--- src/rtl/fsweep_pkg.sv ---
package fsweep_pkg;

    typedef enum logic [2:0] {
        ST_IDLE   = 3'd0,
        ST_UP     = 3'd1,
        ST_DOWN   = 3'd2,
        ST_DWELL  = 3'd3,
        ST_LOCKED = 3'd4,
        ST_HOLD   = 3'd5
    } sweep_state_e;

    typedef enum logic [1:0] {
        CMD_KEEP = 2'd0,
        CMD_INC  = 2'd1,
        CMD_DEC  = 2'd2
    } code_cmd_e;

    // true for the modes in which the code ramps
    function automatic logic is_ramping(input sweep_state_e s);
        return (s == ST_UP) || (s == ST_DOWN);
    endfunction

endpackage

--- src/rtl/fsweep_code.sv ---
module fsweep_code
    import fsweep_pkg::*;
#(
    parameter int CODE_W  = 8,
    parameter int CODE_LO = 26,
    parameter int CODE_HI = 230,
    parameter int STEP    = 4
) (
    input  logic              clk,
    input  logic              rst,
    input  code_cmd_e         cmd,
    output logic [CODE_W-1:0] code,
    output logic              near_hi,
    output logic              near_lo
);
    localparam int SUM_W = CODE_W + 1;
    localparam logic [SUM_W-1:0] LO_W   = SUM_W'(CODE_LO);
    localparam logic [SUM_W-1:0] HI_W   = SUM_W'(CODE_HI);
    localparam logic [SUM_W-1:0] STEP_W = SUM_W'(STEP);

    logic [SUM_W-1:0] up_sum;

    always_comb begin
        up_sum  = {1'b0, code} + STEP_W;
        near_hi = (up_sum >= HI_W);
        near_lo = ({1'b0, code} <= (LO_W + STEP_W));
    end

    always_ff @(posedge clk) begin
        if (rst) begin
            code <= CODE_W'(CODE_LO);
        end else begin
            case (cmd)
                CMD_INC: code <= near_hi ? CODE_W'(CODE_HI) : up_sum[CODE_W-1:0];
                CMD_DEC: code <= near_lo ? CODE_W'(CODE_LO) : (code - CODE_W'(STEP));
                default: code <= code;
            endcase
        end
    end
endmodule

--- src/rtl/fsweep_fsm.sv ---
module fsweep_fsm
    import fsweep_pkg::*;
(
    input  logic         clk,
    input  logic         rst,
    input  logic         sys_tick,
    input  logic         data_present,
    input  logic         pll_lock,
    input  logic         near_hi,
    input  logic         near_lo,
    output sweep_state_e state,
    output code_cmd_e    cmd
);
    sweep_state_e nxt;
    sweep_state_e resume;

    always_comb begin
        nxt = state;
        cmd = CMD_KEEP;
        if (state != ST_IDLE && state != ST_HOLD && !data_present) begin
            nxt = ST_HOLD;
        end else begin
            case (state)
                ST_IDLE:   if (data_present) nxt = ST_UP;
                ST_UP: begin
                    if (pll_lock) nxt = ST_LOCKED;
                    else begin
                        cmd = CMD_INC;
                        if (near_hi) nxt = ST_DOWN;
                    end
                end
                ST_DOWN: begin
                    if (pll_lock) nxt = ST_LOCKED;
                    else begin
                        cmd = CMD_DEC;
                        if (near_lo) nxt = ST_DWELL;
                    end
                end
                ST_DWELL: begin
                    if (pll_lock)      nxt = ST_LOCKED;
                    else if (sys_tick) nxt = ST_UP;
                end
                ST_LOCKED: if (!pll_lock) nxt = ST_UP;
                ST_HOLD:   if (data_present) nxt = resume;
                default:   nxt = ST_IDLE;
            endcase
        end
    end

    always_ff @(posedge clk) begin
        if (rst) begin
            state  <= ST_IDLE;
            resume <= ST_IDLE;
        end else begin
            state <= nxt;
            if (nxt == ST_HOLD && state != ST_HOLD) resume <= state;
        end
    end
endmodule

--- src/rtl/fsweep_ctrl.sv ---
module fsweep_ctrl
    import fsweep_pkg::*;
#(
    parameter int CODE_W  = 8,
    parameter int CODE_LO = 26,
    parameter int CODE_HI = 230,
    parameter int STEP    = 4
) (
    input  logic              clk,
    input  logic              rst,
    input  logic              sys_tick,
    input  logic              data_present,
    input  logic              pll_lock,
    output logic [CODE_W-1:0] ctrl_code,
    output logic [2:0]        mode
);
    sweep_state_e st;
    code_cmd_e    cmd;
    logic         near_hi;
    logic         near_lo;

    fsweep_fsm u_fsm (
        .clk          (clk),
        .rst          (rst),
        .sys_tick     (sys_tick),
        .data_present (data_present),
        .pll_lock     (pll_lock),
        .near_hi      (near_hi),
        .near_lo      (near_lo),
        .state        (st),
        .cmd          (cmd)
    );

    fsweep_code #(
        .CODE_W  (CODE_W),
        .CODE_LO (CODE_LO),
        .CODE_HI (CODE_HI),
        .STEP    (STEP)
    ) u_code (
        .clk     (clk),
        .rst     (rst),
        .cmd     (cmd),
        .code    (ctrl_code),
        .near_hi (near_hi),
        .near_lo (near_lo)
    );

    assign mode = st;
endmodule

--- config.mk ---
export PLATFORM = sky130hd
export DESIGN_NAME = fsweep_ctrl
export DESIGN_NICKNAME = d
export VERILOG_FILES = /design/src/rtl/fsweep_pkg.sv /design/src/rtl/fsweep_code.sv /design/src/rtl/fsweep_fsm.sv /design/src/rtl/fsweep_ctrl.sv
export SDC_FILE = /design/constraint.sdc
export NUM_CORES = 1
export LEC_CHECK = 0
export ABC_AREA = 1
export CORE_ASPECT_RATIO = 1.25
export CORE_MARGIN = 4
export CORE_UTILIZATION = 43
export CTS_CLUSTER_SIZE = 10
export DETAILED_ROUTE_END_ITERATION = 10
export PLACE_DENSITY = 0.69
export SLEW_MARGIN = 10
export SYNTH_ARGS = -nofsm -noshare
export SYNTH_HDL_FRONTEND = slang
export SYNTH_HIERARCHICAL = 1
export SYNTH_SLANG_ARGS = --single-unit
--- constraint.sdc ---
create_clock -name clk -period 2.5 [get_ports clk]
set_input_delay 0.5 -clock clk [delete_from_list [all_inputs] [get_ports clk]]
set_output_delay 0.5 -clock clk [all_outputs]
set_load 0.1 [all_outputs]
==> After elaboration in Yosys (flattened, before gate mapping) <==
Index checks and enable logic that the tools add are counted.
{ "word_totals": {"ff_bits": 14, "in_bits": 5, "output_inout_bits": 11} }
{ "op_classes": {"add_sub_neg": 2, "order_cmp": 2, "eq_ne": 9, "muxes": 18, "reduce_logical": 7} }
{ "op_table": {"columns": ["operator", "count"], "rows": [
  ["two-way mux 3 bit", 10],
  ["case mux 3 bit (6 select lines)", 1],
  ["two-way mux 8 bit", 2],
  ["case mux 8 bit (2 select lines)", 1],
  ["adder 8 x 3 -> 9 bit, second input constant", 1],
  ["equality test 3 bit, second input constant", 3],
  [">= comparator 9 x 8 -> 1 bit, second input constant", 1],
  ["less-or-equal comparator 8 x 5 -> 1 bit, second input constant", 1],
  ["subtractor 8 x 3 -> 8 bit, second input constant", 1],
  ["equality test 3 x 2 -> 1 bit, second input constant", 2],
  ["two-way mux 2 bit", 2],
  ["case mux 2 bit (2 select lines)", 1],
  ["equality test 3 x 1 -> 1 bit, second input constant", 1],
  ["logical AND 1 bit", 3],
  ["zero test 3 bit", 1],
  ["inequality test 3 bit, second input constant", 1],
  ["nonzero test 3 bit", 1],
  ["equality test 2 x 1 -> 1 bit, second input constant", 1],
  ["equality test 2 bit, second input constant", 1],
  ["nonzero test 2 bit", 1],
  ["zero test 1 bit", 1],
  ["two-way mux 1 bit", 1]
]} }

==> Logic depth before layout (Yosys ltp) <==
Gate-level depths: netlist of the first run.
{ "depth": {"depth_word": 8, "depth_mapped": 15, "mapped_depth_nobuf": 15} }

==> Cells and area by module <==
Netlist of the first run, hierarchy kept.
{ "modules_own_cells": {"columns": ["module", "instances", "cells_each", "area_per_inst_um2", "seq_area_each_um2"], "rows": [
  ["fsweep_code", 1, 99, 635.6, 140.1],
  ["fsweep_fsm", 1, 63, 389.1, 120.1]
]} }

==> Worst setup path before layout of the first run <==
OpenSTA, ideal clock, no wires.
{ "synth_timing": {"path_kind": "reg2reg", "startpoint": "register u_fsm.state[0]", "endpoint": "register u_code.code[7]", "t_arrival_ns": 2.394, "t_required_ns": 2.425, "path_slack_ns": 0.032, "stages_incl_launch_ff": 12, "n_path_buf": 0, "period_less_slack_ns": 2.468, "cell_sequence": "dfxtp_1 > inv_2 > nor2_4 > nand2_4 > nand3_4 > nand3_1 > inv_1 > inv_1 > ha_1 > inv_1 > o21bai_1 > a31oi_1"} }
{ "synth_between": {"elab_chain_cells": 6} }
{ "synth_rtl": {"columns": ["element", "line_no", "source"], "rows": [
  ["start, declared", "fsweep_fsm.sv:11", "output sweep_state_e state,"],
  ["start signal, assigned", "fsweep_fsm.sv:55", "state <= nxt;"],
  ["branches (longest 3 deep; another with equality test 3 x 2 -> 1 bit)", null, null],
  ["two-way mux 2 bit *", "fsweep_fsm.sv:20", "if (state != ST_IDLE && state != ST_HOLD && !data_present) begin"],
  ["via cmd[0]", "fsweep_ctrl.sv:18", "code_cmd_e cmd;"],
  ["equality test 2 bit or equality test 2 x 1 -> 1 bit (tied branches)", "fsweep_code.sv:33", "case (cmd)"],
  ["case mux 8 bit (2 select lines) or nonzero test 2 bit (tied branches)", null, null],
  ["end signal, assigned", "fsweep_code.sv:34", "CMD_INC: code <= near_hi ? CODE_W'(CODE_HI) : up_sum[CODE_W-1:0];"],
  ["end signal, assigned", "fsweep_code.sv:35", "CMD_DEC: code <= near_lo ? CODE_W'(CODE_LO) : (code - CODE_W'(STEP));"],
  ["end signal, assigned", "fsweep_code.sv:36", "default: code <= code;"],
  ["end, declared", "fsweep_code.sv:12", "output logic [CODE_W-1:0] code,"]
]} }
Mark *: on every way through the listed nets, which the timed path passes.
A chain may end at the register's enable or synchronous reset.

==> Worst setup path in the final report of the first run <==
{ "layout_timing": {"startpoint": "input port data_present", "endpoint": "register u_code.code[2]"} }
{ "layout_between": {"elab_chain_cells": 5} }
{ "layout_rtl": {"columns": ["element", "line_no", "source"], "rows": [
  ["start, declared", "fsweep_ctrl.sv:12", "input logic data_present,"],
  ["zero test 1 bit *", "fsweep_fsm.sv:20", null],
  ["logical AND 1 bit *", "fsweep_fsm.sv:20", null],
  ["two-way mux 2 bit *", "fsweep_fsm.sv:20", null],
  ["via cmd[1]", "fsweep_ctrl.sv:18", null],
  ["equality test 2 bit or equality test 2 x 1 -> 1 bit (tied branches)", "fsweep_code.sv:33", null],
  ["case mux 8 bit (2 select lines) or nonzero test 2 bit (tied branches)", null, null]
]} }
Mark *: on every way through the listed nets, which the timed path passes. The rest lies on a longest branch.

==> flow_metrics.env, run 1 <==
export IMPL_cts_repair_resize_count=0
export IMPL_drive_above_1_share_pct=16.3
export IMPL_synthTopCellsByArea="dfxtp_1, nand2_1, nand3_1"
export IMPL_regArea_um2=260
export IMPL_cts_max_path_buffers=2
export IMPL_via_count=1053
export IMPL_globalplace_congestion=0.839
export IMPL_grt_start_max_net_pins=14
export IMPL_ff2ff_path_depth=13
export IMPL_pin_count=16
export IMPL_crit_arrival_ns=2.27
export IMPL_clk_insertion_delay_late_ns=0.27
export IMPL_clock_skew_ns=0.0112
export IMPL_viasPerCell=5.04
export IMPL_clkPwrFrac_pct=18.2
export IMPL_hold_viol=0
export IMPL_grt_usage_pct=16.0
export IMPL_power_density_nw_per_um2=595
export IMPL_routed_wl_um=2400
export IMPL_grt_setup_unrepaired="false"
export IMPL_synth_seq_cells=13
export IMPL_setup_ws_ns=0.395
export IMPL_dr_pass1_iters=4
export IMPL_start_util_pct=45.9
export IMPL_dieHeight_um=62.6
export IMPL_synth_distinct_cells=25
export IMPL_syn_to_final_growth_pct=16.1
export IMPL_cts_buffers_inserted=3
export IMPL_critPathKind="in2reg"
export IMPL_holdBufCountCts=0
export IMPL_drt_iter0_markers=41
export IMPL_final_util_pct=53.2
export IMPL_path_max_fanout=8
export IMPL_fillCellCount=241
export IMPL_cap_violations=0
export IMPL_power_switching_mw=0.337
export IMPL_seqPwrFrac_pct=36.4
export IMPL_fin_crit_ns=2.10
export IMPL_dp_slack_ns=0.129
export IMPL_worst_hold_path_num_cells=2
export IMPL_cp_start_kind="primary input"
export IMPL_h_tree_depth=1
export IMPL_synth_top_cell_area_share_pct=25.4
export IMPL_required_ns=2.67
export IMPL_antenna_found_initial=0
export IMPL_whs_ns=0.464
export IMPL_final_period_utilization_pct=84.2
export IMPL_p_leak_nw=0.615
export IMPL_wl_per_cell_um=11.5
export IMPL_hp_class="reg2reg"
export IMPL_syn_area_um2=1020
export IMPL_grt_pass1_vias=978
export IMPL_finalNetCount=188
export IMPL_postCtsSetupRepairBufs=0
export IMPL_clockRootBuffer="clkbuf_4"
export IMPL_dp_hpwl_um=1940
export IMPL_die_x_um=51.7
export IMPL_setup_viol_count_final=0
export IMPL_route_antenna_remaining_nets=0
export IMPL_p_sw_share_pct=47.6
export IMPL_clkSlewWorstSetupHoldPaths_ns=0.09
export IMPL_outcome="finished, final reports clean"
export IMPL_synthCells=162
export IMPL_p_int_mw=0.371
export IMPL_diodes=0
export IMPL_dp_cells=205
export IMPL_yosys_warnings=6
export IMPL_slew_violations=0
export IMPL_core_area_um2=2230
export IMPL_overflow=0
export IMPL_cts_sinks=13
export IMPL_grt_pass1_wl_um=4030
export IMPL_numPortBuffers=14
export IMPL_synth_top_area_cell="dfxtp_1"
export IMPL_syn_avg_cell_area_um2=6.33
export IMPL_multi_input_area_um2=648
export IMPL_cts_tree="done"
export IMPL_crit_path_end_kind="flop"
export IMPL_dieArea_um2=3230
export IMPL_pwr_share_comb_pct=45.4
export IMPL_fp_row_count=19
export IMPL_syn_nets=171
export IMPL_ir_drop_mv=0.350
export IMPL_route_detailed_drc=0
export IMPL_final_setup_tns_ns=0
export IMPL_fin_cells=209
export IMPL_max_freq_ghz=0.475
export IMPL_yosysSeqAreaShare_pct=25.4
## worst paths after layout
path,start,endpoint,slack [ns]
hold reg to reg,u_fsm/resume[2]$_SDFFE_PP0P_,u_fsm/resume[2]$_SDFFE_PP0P_,0.46
hold / removal,u_fsm/resume[2]$_SDFFE_PP0P_,u_fsm/resume[2]$_SDFFE_PP0P_,0.46
setup reg to reg,u_fsm/state[0]$_SDFF_PP0_,u_code/code[2]$_SDFFE_PP0P_,0.51
setup / recovery,data_present,u_code/code[2]$_SDFFE_PP0P_,0.40
## layout make-up
cell class                 count  share of cell area [%]
inverter                      27                    8.52
sequential                    13                    21.9
multi-input combinational    120                    54.5
timing repair buffer          14                    9.67
clock buffer                   4                    2.21
tap                           31                    3.26
## placed cells by master, fill, tap and decap left out, drive strengths merged, types with 2 or more instances in the layout
| master | netlist | layout |
|---|---|---|
| ha | 4 | 4 |
| clkbuf | 0 | 4 |
| xor2 | 4 | 4 |
| o21ai | 8 | 8 |
| nand3 | 23 | 23 |
| o21bai | 2 | 2 |
| clkdlybuf4s50 | 0 | 4 |
| nand4 | 2 | 2 |
| nand2 | 51 | 51 |
| dfxtp | 13 | 13 |
| a21oi | 9 | 9 |
| inv | 26 | 26 |
| buf | 2 | 10 |
| nor2 | 9 | 9 |
| nand3b | 3 | 3 |
## power by group through the flow
stage / Clock, mW / Combinational (mW) / Sequential [mW]
detailed placement: 0 / 0.319 / 0.263
global placement: 0 / 0.319 / 0.262
global route: 0.141 / 0.350 / 0.262
finish: 0.129 / 0.321 / 0.258
CTS: 0.132 / 0.321 / 0.258
floorplan: 0 / 0.155 / 0.361
## worst max-delay path, cell delays in order
cell and delay [ns]:
clkdlybuf4s50_1 0.44, inv_1 0.21, nand3_4 0.14, and3_2 0.20, ha_1 0.37, inv_1 0.20
nand3_1 0.11, nand2_1 0.07, inv_1 0.03
## registers in the layout, indices dropped and copies added, names as in the netlist
| signal | flops |
|---|---|
| u_code/code | 7 |
| u_fsm/resume | 3 |
| u_fsm/state | 3 |
## cell usage after synthesis
cell      number
and3_2         1
nand2_1       46
conb_1         1
o211ai_1       1
nand3b_1       3
dfxtp_1       13
nor2_1         8
inv_1         21
o21bai_1       2
inv_2          5
nand2_2        3
nor2_4         1
xor2_1         4
buf_4          2
ha_1           4
nand4_1        2
a21oi_1        9
clkinv_1       1
nand3_2        3
o21ai_0        8
a31oi_1        1
nand3_4        1
nor3_1         1
nand2_4        2
nand3_1       19
## metrics by stage
step	instance area [um^2]	power, mW
CTS	1190	0.711
finish	1190	0.708
global placement	1160	0.581
floorplan	1020	0.516
detailed placement	1160	0.582
global route	1190	0.753
## metal layers
layer	GRT usage [%]	part of all wire [%]
met1	16.7	41
met2	30.1	53
met3	2.15	3.8
met5	0	0
met4	7.21	1.8
## cells by family (layout without fill, tap and decap cells)
group,after synthesis,in the layout,synth area share (%)
other,1,1,0.366
adder cells (fa/ha/maj),4,4,4.88
XOR/XNOR,4,4,3.42
AND/OR/NAND/NOR,90,90,43.5
buffers and inverters,29,45,11.4
AO/OA/AOI/OAI,21,21,11.1
flip-flops,13,13,25.4
Note: power is estimated with default switching activity, not from simulation.
==> inputs of run 2 (changes only) <==
==> constraint.sdc (replaced) <==
create_clock -name clk -period 2.06 [get_ports clk]
set_input_delay 0.412 -clock clk [delete_from_list [all_inputs] [get_ports clk]]
set_output_delay 0.412 -clock clk [all_outputs]
set_load 0.1 [all_outputs]
==> flow_metrics.env, run 2 (synthesized netlist as in run 1, its figures left out) <==
export IMPL_dieArea_um2=3230
export IMPL_crit_arrival_ns=2.05
export IMPL_cts_max_path_buffers=2
export IMPL_max_freq_ghz=0.535
export IMPL_fp_row_count=19
export IMPL_regArea_um2=274
export IMPL_cts_buffers_inserted=3
export IMPL_finalNetCount=200
export IMPL_grt_pass1_wl_um=4210
export IMPL_required_ns=2.24
export IMPL_crit_path_end_kind="flop"
export IMPL_die_x_um=51.7
export IMPL_drive_above_1_share_pct=26.8
export IMPL_hp_class="reg2reg"
export IMPL_largest_reg_flops=7
export IMPL_pin_count=16
export IMPL_overflow=0
export IMPL_outcome="finished, final reports clean"
export IMPL_ir_drop_mv=0.449
export IMPL_antenna_found_initial=0
export IMPL_grt_start_max_net_pins=14
export IMPL_wl_per_cell_um=11.3
export IMPL_cts_sinks=13
export IMPL_grt_usage_pct=16.7
export IMPL_route_antenna_remaining_nets=0
export IMPL_route_detailed_drc=0
export IMPL_hold_viol=0
export IMPL_fillCellCount=240
export IMPL_cap_violations=0
export IMPL_critPathKind="in2reg"
export IMPL_start_util_pct=45.9
export IMPL_diodes=0
export IMPL_final_cell_mix="nand2_1, buf_4, inv_1"
export IMPL_setup_viol_count_final=0
export IMPL_ff2ff_path_depth=9
export IMPL_final_common_cell="nand2_1"
export IMPL_routed_wl_um=2500
export IMPL_numPortBuffers=14
export IMPL_syn_to_final_growth_pct=26.7
export IMPL_clk_insertion_delay_late_ns=0.29
export IMPL_fin_crit_ns=1.87
export IMPL_whs_ns=0.462
export IMPL_grt_pass1_vias=1008
export IMPL_clock_skew_ns=0.0144
export IMPL_cts_tree="done"
export IMPL_dr_pass1_iters=4
export IMPL_globalplace_congestion=0.928
export IMPL_p_leak_nw=0.676
export IMPL_holdBufCountCts=0
export IMPL_h_tree_depth=1
export IMPL_final_period_utilization_pct=90.7
export IMPL_worst_hold_path_num_cells=2
export IMPL_dp_hpwl_um=2010
export IMPL_clkSlewWorstSetupHoldPaths_ns=0.07
export IMPL_core_area_um2=2230
export IMPL_cp_start_kind="primary input"
export IMPL_slew_violations=0
export IMPL_final_util_pct=58.1
export IMPL_grt_setup_unrepaired="false"
export IMPL_reg_top3="u_code/code (7), u_fsm/resume (3), u_fsm/state (3)"
export IMPL_path_max_fanout=5
export IMPL_dieHeight_um=62.6
export IMPL_top_register="u_code/code"
export IMPL_multi_input_area_um2=653
export IMPL_power_density_nw_per_um2=685
export IMPL_clockRootBuffer="clkbuf_4"
export IMPL_via_count=1097
export IMPL_drt_iter0_markers=33
export IMPL_viasPerCell=4.96
## run 2: cell count changes in the layout (fill, tap and decap cells not counted)
cell	change
nor3_1	-1
dfxtp_4	+1
dfxtp_2	+8
dfxtp_1	-9
nor3_2	+1
buf_4	+12
## run 2: what timing repair did
| action | CTS | global route |
|---|---|---|
| endpoints found under the setup margin | 0 | 1 |
| gates resized for setup | 0 | 1 |
| buffers inserted | 0 | 0 |
| hold endpoints to repair | 0 | 0 |
## run 2: final timing paths
kind                                              startpoint                      endpoint  slack [ns]
worst max-delay path                                pll_lock   u_code/code[2]$_SDFFE_PP0P_        0.19
worst min-delay path            u_fsm/resume[2]$_SDFFE_PP0P_  u_fsm/resume[2]$_SDFFE_PP0P_        0.46
worst max register to register     u_fsm/state[2]$_SDFF_PP0_   u_code/code[3]$_SDFFE_PP1P_        0.20
worst min register to register  u_fsm/resume[2]$_SDFFE_PP0P_  u_fsm/resume[2]$_SDFFE_PP0P_        0.46
## run 2: cell type report
| class | count | area share, % |
|---|---|---|
| Clock buffer | 4 | 2.02 |
| Sequential cell | 13 | 21.1 |
| Inverter | 27 | 7.80 |
| Multi-Input combinational cell | 120 | 50.3 |
| Tap cell | 31 | 2.99 |
| Timing Repair Buffer | 26 | 15.8 |
## run 2: power breakdown
part / switching (mW) / total [mW] / internal (mW)
clock network: 0.0870 / 0.162 / 0.0752
logic: 0.290 / 0.411 / 0.121
registers: 0.0391 / 0.317 / 0.278
## run 2: per-layer routing
layer  track usage [%]  wire (um)  vias up
met4              8.52         43        0
li1                  -          -      576
met1              19.3       1060      482
met3              2.63        126        4
met5                 0          0        -
met2              28.8       1280       35
## run 2: critical path, stage by stage
cell and delay (ns):
clkdlybuf4s50_1 0.47, nor3_2 0.22, and3_2 0.21, ha_1 0.23
inv_1 0.11, nand2_1 0.10, inv_2 0.05, nand2_4 0.08
nand3_1 0.07, nand2_1 0.07, inv_1 0.03
## run 2: per-stage QoR
step	setup WS, ns	power (mW)	instance area (um^2)	instances	setup TNS, ns
2_1_floorplan	0.0277	0.631	1040	162	0
3_3_place_gp	-0.0352	0.728	1270	217	-0.157
3_5_place_dp	-0.110	0.732	1270	217	-0.568
4_1_cts	0.184	0.893	1290	221	0
5_1_grt	0.0388	0.947	1300	221	0
6_report	0.191	0.890	1300	221	0
